$ cat src/rtl/qspiRdPkg.sv
package qspiRdPkg;

  typedef enum logic [2:0] {
    PH_IDLE,
    PH_CMD,
    PH_ADDR,
    PH_MODE,
    PH_DUMMY,
    PH_DATA,
    PH_SKIP
  } phase_t;

  // strobes from control to datapath, one cycle each
  typedef struct packed {
    logic cmdShift;
    logic addrShift;
    logic readFirst;
    logic driveHigh;
    logic driveLow;
  } strobe_t;

endpackage

$ cat src/rtl/qspiRdCtrl.sv
module qspiRdCtrl
  import qspiRdPkg::*;
#(
  parameter int CMD_W      = 8,
  parameter int ADDR_W     = 24,
  parameter int DUMMY_CLKS = 4,
  parameter logic [CMD_W-1:0] READ_CMD  = 8'hEB,
  parameter logic [3:0]       KEEP_CODE = 4'hA
) (
  input  logic             clk,
  input  logic             rstN,
  input  logic             sckRise,
  input  logic             sckFall,
  input  logic             csFall,
  input  logic             csRise,
  input  logic             csLow,
  input  logic [3:0]       ioS,
  input  logic [CMD_W-1:0] cmdNext,
  output strobe_t          stb,
  output logic             oeOn
);

  localparam int ADDR_NIB = ADDR_W / 4;
  localparam int CNT_W    = $clog2(CMD_W + ADDR_NIB + DUMMY_CLKS + 1);

  phase_t           phase;
  logic [CNT_W-1:0] cnt;
  logic             contMode;
  logic             modeKeep;
  logic             half;

  logic riseLive;
  logic fallLive;
  assign riseLive = sckRise & csLow;
  assign fallLive = sckFall & csLow;

  always_comb begin
    stb = '0;
    if (riseLive) begin
      unique case (phase)
        PH_CMD:  stb.cmdShift  = 1'b1;
        PH_ADDR: stb.addrShift = 1'b1;
        PH_MODE: stb.readFirst = (cnt == CNT_W'(1));
        default: ;
      endcase
    end
    if (fallLive && phase == PH_DATA) begin
      stb.driveHigh = ~half;
      stb.driveLow  = half;
    end
  end

  always_ff @(posedge clk) begin
    if (!rstN) begin
      phase    <= PH_IDLE;
      cnt      <= '0;
      contMode <= 1'b0;
      modeKeep <= 1'b0;
      half     <= 1'b0;
      oeOn     <= 1'b0;
    end else if (csRise) begin
      // only a transaction that reached data keeps the mode decision
      contMode <= (phase == PH_DATA) ? modeKeep : 1'b0;
      phase    <= PH_IDLE;
      half     <= 1'b0;
      oeOn     <= 1'b0;
    end else if (csFall) begin
      phase    <= contMode ? PH_ADDR : PH_CMD;
      cnt      <= '0;
      half     <= 1'b0;
      oeOn     <= 1'b0;
      modeKeep <= 1'b0;
    end else if (riseLive) begin
      unique case (phase)
        PH_CMD: begin
          if (cnt == CNT_W'(CMD_W - 1)) begin
            cnt   <= '0;
            phase <= (cmdNext == READ_CMD) ? PH_ADDR : PH_SKIP;
          end else begin
            cnt <= cnt + 1'b1;
          end
        end
        PH_ADDR: begin
          if (cnt == CNT_W'(ADDR_NIB - 1)) begin
            cnt   <= '0;
            phase <= PH_MODE;
          end else begin
            cnt <= cnt + 1'b1;
          end
        end
        PH_MODE: begin
          if (cnt == '0) begin
            modeKeep <= (ioS == KEEP_CODE);
            cnt      <= cnt + 1'b1;
          end else begin
            cnt   <= '0;
            phase <= PH_DUMMY;
          end
        end
        PH_DUMMY: begin
          if (cnt == CNT_W'(DUMMY_CLKS - 1)) begin
            cnt   <= '0;
            phase <= PH_DATA;
          end else begin
            cnt <= cnt + 1'b1;
          end
        end
        default: ;
      endcase
    end else if (fallLive && phase == PH_DATA) begin
      half <= ~half;
      oeOn <= 1'b1;
    end
  end

endmodule

$ cat src/rtl/qspiRdData.sv
module qspiRdData
  import qspiRdPkg::*;
#(
  parameter int CMD_W  = 8,
  parameter int ADDR_W = 24
) (
  input  logic              clk,
  input  logic              rstN,
  input  strobe_t           stb,
  input  logic [3:0]        ioS,
  input  logic [7:0]        memRdData,
  output logic [CMD_W-1:0]  cmdNext,
  output logic              memRdEn,
  output logic [ADDR_W-1:0] memAddr,
  output logic [3:0]        nibOut
);

  logic [CMD_W-1:0]  cmdReg;
  logic [ADDR_W-1:0] addrReg;
  logic [ADDR_W-1:0] addrInc;
  logic              rdPend;
  logic [7:0]        byteReg;

  assign cmdNext = {cmdReg[CMD_W-2:0], ioS[0]};
  assign addrInc = addrReg + 1'b1;

  always_ff @(posedge clk) begin
    if (!rstN) begin
      cmdReg  <= '0;
      addrReg <= '0;
      memRdEn <= 1'b0;
      memAddr <= '0;
      rdPend  <= 1'b0;
      byteReg <= '0;
      nibOut  <= '0;
    end else begin
      if (stb.cmdShift)  cmdReg  <= cmdNext;
      if (stb.addrShift) addrReg <= {addrReg[ADDR_W-5:0], ioS};

      memRdEn <= stb.readFirst | stb.driveLow;
      if (stb.readFirst) memAddr <= addrReg;
      if (stb.driveLow) begin
        memAddr <= addrInc;
        addrReg <= addrInc;
      end

      rdPend <= memRdEn;
      if (rdPend) byteReg <= memRdData;

      if (stb.driveHigh) nibOut <= byteReg[7:4];
      if (stb.driveLow)  nibOut <= byteReg[3:0];
    end
  end

endmodule

$ cat src/rtl/qspiReadResponder.sv
module qspiReadResponder
  import qspiRdPkg::*;
#(
  parameter int CMD_W      = 8,
  parameter int ADDR_W     = 24,
  parameter int DUMMY_CLKS = 4
) (
  input  logic              clk,
  input  logic              rstN,
  input  logic              csN,
  input  logic              sck,
  input  logic [3:0]        ioIn,
  output logic [3:0]        ioOut,
  output logic [3:0]        ioOe,
  output logic              memRdEn,
  output logic [ADDR_W-1:0] memAddr,
  input  logic [7:0]        memRdData
);

  logic       csD, csQ, sckD, sckQ;
  logic [3:0] ioD;

  always_ff @(posedge clk) begin
    if (!rstN) begin
      csD  <= 1'b1;
      csQ  <= 1'b1;
      sckD <= 1'b0;
      sckQ <= 1'b0;
      ioD  <= '0;
    end else begin
      csD  <= csN;
      csQ  <= csD;
      sckD <= sck;
      sckQ <= sckD;
      ioD  <= ioIn;
    end
  end

  logic sckRise, sckFall, csFall, csRise;
  assign sckRise = sckD & ~sckQ;
  assign sckFall = ~sckD & sckQ;
  assign csFall  = ~csD & csQ;
  assign csRise  = csD & ~csQ;

  strobe_t          stb;
  logic [CMD_W-1:0] cmdNext;
  logic             oeOn;

  qspiRdCtrl #(
    .CMD_W(CMD_W), .ADDR_W(ADDR_W), .DUMMY_CLKS(DUMMY_CLKS)
  ) u_ctrl (
    .clk(clk), .rstN(rstN), .sckRise(sckRise), .sckFall(sckFall),
    .csFall(csFall), .csRise(csRise), .csLow(~csD), .ioS(ioD),
    .cmdNext(cmdNext), .stb(stb), .oeOn(oeOn)
  );

  qspiRdData #(
    .CMD_W(CMD_W), .ADDR_W(ADDR_W)
  ) u_data (
    .clk(clk), .rstN(rstN), .stb(stb), .ioS(ioD), .memRdData(memRdData),
    .cmdNext(cmdNext), .memRdEn(memRdEn), .memAddr(memAddr), .nibOut(ioOut)
  );

  // release each lane straight from the pin so the bus frees at once
  for (genvar g = 0; g < 4; g++) begin : g_lane
    assign ioOe[g] = oeOn & ~csN;
  end

endmodule

$ cat config.mk
export PLATFORM = sky130hd
export DESIGN_NAME = qspiReadResponder
export DESIGN_NICKNAME = d
export VERILOG_FILES = /design/src/rtl/qspiRdPkg.sv /design/src/rtl/qspiRdCtrl.sv /design/src/rtl/qspiRdData.sv /design/src/rtl/qspiReadResponder.sv
export SDC_FILE = /design/constraint.sdc
export NUM_CORES = 1
export LEC_CHECK = 0
export ABC_AREA = 0
export ABC_CLOCK_PERIOD_IN_PS = 6900
export BUFFER_PORTS_ARGS = -buffer_cell sky130_fd_sc_hd__buf_2
export CAP_MARGIN = 20
export CORE_ASPECT_RATIO = 0.9
export CORE_UTILIZATION = 63
export DETAILED_ROUTE_END_ITERATION = 8
export GPL_TIMING_DRIVEN = 0
export MAX_ROUTING_LAYER = met4
export PLACE_DENSITY = 0.85
export REMOVE_ABC_BUFFERS = 1
export SLEW_MARGIN = 40
export SYNTH_ARGS = -nofsm -noshare
export SYNTH_HDL_FRONTEND = slang
export SYNTH_HIERARCHICAL = 1
export SYNTH_SLANG_ARGS = --single-unit
$ cat constraint.sdc
create_clock -name clk -period 6.9 [get_ports clk]
set_clock_uncertainty 0.05 [all_clocks]
set_input_delay 0.345 -clock clk [delete_from_list [all_inputs] [get_ports clk]]
set_output_delay 0.345 -clock clk [all_outputs]
set_load 0.05 [all_outputs]
==> impl_metrics.yaml <==
placement:
  dp.cells: 632
  place_congestion: 0.915
  io_buffers: 48
  place_area_sq_um: 4690
  hpwl_um: 7220
synthesis:
  netlist-cell-type-count: 65
  ys_top_cells_by_area: "dfxtp_1 (40%), mux2i_1 (4.7%), nor2_1 (4.2%)"
  avgSynthCellArea_sq_um: 8.40
  synth-simple-area-share_pct: 30.4
  ys_seq_area_share_pct: 39.6
  synth.area.mux_share_pct: 4.68
  synth_xor_area_share_pct: 0.390
  synthArstFlopShare_pct: 0
  syn_area_sq_um: 4500
  yosysWarnings: 6
  synth_top_family_by_area: "simple AND/OR/NAND/NOR gates"
  synth_area_leader_cell: "dfxtp_1"
  yosysTopAreaCellShare_pct: 39.6
  synth_seq_cells: 89
  synthCells: 535
  synth_enable_flop_cells: 0
  synthAdderAreaFrac_pct: 1.11
  synth-compound-area-share_pct: 18.6
  ys.flop_type: "dfxtp_1"
floorplanning:
  die_y_um: 82.1
  rows: 28
  core_sq_um: 6730
  chipWidth_um: 91.0
  ios: 49
  initial_utilization_pct: 66.8
  dieArea_sq_um: 7480
cts:
  cts_buffers: 9
  clock_path_buffers: 2
  cts_setup_buffers: 0
  hold_buffers: 0
  cts-root-buf: "clkbuf_8"
  clk_pin_slew_ns: 0.09
  clock-sinks: 89
  htree_num_levels: 3
  cts_tree: "done"
  cts_resized: 0
  clock_latency_ns: 0.36
finish:
  design_area_sq_um: 4890
  multi_input_area_sq_um: 2510
  fin_cells: 648
  nets: 573
  n_antenna_cell: 0
  n_fill_cell: 528
  syn2layout_area_growth_pct: 8.79
  regArea_sq_um: 1780
  drive_above_1_share_pct: 17.0
global_route:
  overflow: 0
  grt_pass1_wl_um: 18000
  grt_max_degree: 53
  track_usage_pct: 31.4
  antenna_found_initial: 0
  first_global_vias: 3834
routing:
  postRouteAntennaNets: 0
  drt_first_iter_violations: 386
  route.detailed.drc: 0
  vias: 4224
  via_per_inst: 6.52
  finalWirelength_um: 10900
  wl_per_cell_um: 16.8
  dr.pass1.iters: 5
timing:
  setup_viol: 0
  period_share_pct: 43.7
  layout_min_cycle_time_ns: 3.01
  final_hold_viol_count: 0
  fmax_mhz: 332
  whs_ns: 0.126
  tightestPinTransition_ns: 0.821
  slew_headroom_pct: 44.8
  finalSetupTns_ns: 0
  slew_violations: 0
  rsz0062_at_grt: "false"
setup_path:
  cp-end-kind: "flop"
  critical_path.top_delay_family: "simple AND/OR/NAND/NOR gates"
  start_kind: "flop"
  crit_arrival_ns: 3.22
  slowest_stage: "nor4_2"
  cp_cell_sequence: "nor2b_1, nand4_1, nor2_4, buf_8, nand4_1, nor4_2, o21ai_0, a21o_1"
  crit_path_max_incr_delay_ns: 0.61
  crit_fanout: 26
  path_class: "reg2reg"
  cp.buffers_inverters: 1
  cp.required_ns: 7.11
  path_common_cell: "nand4_1"
power:
  p_total_mw: 0.914
  p_leak_nw: 1.79
  power_density_nw_per_um2: 187
  ir_drop_v: 0.000150
status:
  status: "finished clean"
hold_path:
  min_path_type: "in2reg"
flow_run:
  maxCapViolCount: 0
[final timing paths]
kind	startpoint	endpoint	slack, ns	cells past startpoint
worst max-delay path	u_ctrl/phase[2]	u_data/addrReg[14]	3.89	8
worst max register to register	u_ctrl/phase[2]	u_data/addrReg[14]	3.89	8
worst min-delay path	csN	csD	0.13	2
worst min register to register	u_data/memRdEn	u_data/rdPend	0.42	1
[synth_stat cells (3+ instances only)]
| cell | instances |
|---|---|
| and4_1 | 5 |
| buf_1 | 4 |
| nor2_1 | 50 |
| o21ai_0 | 24 |
| or3_1 | 3 |
| a31oi_1 | 24 |
| mux2i_1 | 21 |
| dfxtp_1 | 89 |
| a211oi_1 | 5 |
| nor3b_1 | 6 |
| or2_2 | 4 |
| buf_4 | 6 |
| nor2b_1 | 15 |
| a31o_2 | 3 |
| a22oi_1 | 4 |
| clkbuf_1 | 20 |
| nand3_1 | 17 |
| nor4_2 | 3 |
| nor3_1 | 10 |
| nand4b_1 | 4 |
| nand2b_1 | 12 |
| o31ai_1 | 3 |
| nand4_2 | 3 |
| buf_2 | 10 |
| inv_1 | 8 |
| nand4_1 | 13 |
| ha_1 | 4 |
| o31a_1 | 10 |
| or4_1 | 5 |
| nand2_1 | 48 |
| a21o_1 | 5 |
| nor4_1 | 8 |
| o21a_1 | 3 |
| and2_1 | 20 |
| a21oi_1 | 29 |
[worst register-to-register path, cell delays in order (launching register included)]
cell	delay (ns)
dfxtp_1	0.48
nor2b_1	0.21
nand4_1	0.21
nor2_4	0.43
buf_8	0.27
nand4_1	0.23
nor4_2	0.61
o21ai_0	0.21
a21o_1	0.21
[stage by stage]
step	util (%)	worst slack [ns]
floorplan	-	3.39
global placement	69.1	2.17
detailed placement	69.8	3.97
CTS	72.7	3.95
global route	72.7	3.71
finish	72.7	3.89
[registers in the layout (all words and copies together) (netlist names)]
register         cells
sckQ                 1
u_ctrl/phase         3
u_ctrl/contMode      1
u_data/nibOut        4
u_data/cmdReg        7
u_data/addrReg      24
u_ctrl/oeOn          1
u_ctrl/cnt           5
u_data/memAddr      24
u_data/rdPend        1
sckD                 1
ioD                  4
u_data/memRdEn       1
u_ctrl/modeKeep      1
u_data/byteReg       8
csD                  1
u_ctrl/half          1
csQ                  1
[layout by cell type (no fill, tap or decap), types with 4 or more instances in the layout]
cell type	synthesis	layout
dfxtp_1	89	89
buf_2	10	48
nand2_1	48	48
nor2_1	50	47
a21oi_1	29	29
o21ai_0	24	24
a31oi_1	24	24
mux2i_1	21	21
and2_1	20	20
nand3_1	17	17
nor2b_1	15	13
nand4_1	13	13
nand2b_1	12	12
o31a_1	10	10
clkbuf_8	0	9
nor3_1	10	9
inv_1	8	8
nor4_1	8	8
nor3b_1	6	6
and4_1	5	5
a211oi_1	5	5
or4_1	5	5
a21o_1	5	5
or2_2	4	4
ha_1	4	4
nand4b_1	4	4
a22oi_1	4	4
[cells by family after synthesis]
group	after synthesis
buf+inv	51
compound gates	126
fa+ha+maj	4
simple gates	242
mux	21
flops	89
xor+xnor	2
[cell type report]
type,count,area share [%]
clock buffers,10,2.61
repair buffers,49,5.22
clock inverters,6,1.38
well taps,90,2.30
flip-flops and latches,89,36.4
multi-input cells,395,51.3
inverters,9,0.716
[power breakdown]
group | switching, mW | internal (mW) | total [mW]
combinational | 0.0209 | 0.0138 | 0.0347
sequential | 0.00537 | 0.517 | 0.522
clock | 0.189 | 0.169 | 0.357
total | 0.215 | 0.699 | 0.914
[layer usage]
layer	vias to the layer above	global-route usage [%]	wire length [um]
met5	-	-	0
met4	0	13.7	267
met3	28	5.49	868
met2	229	50.3	5010
met1	1985	39.7	4730
li1	1982	-	-
Note: power is estimated with default switching activity, not from simulation.
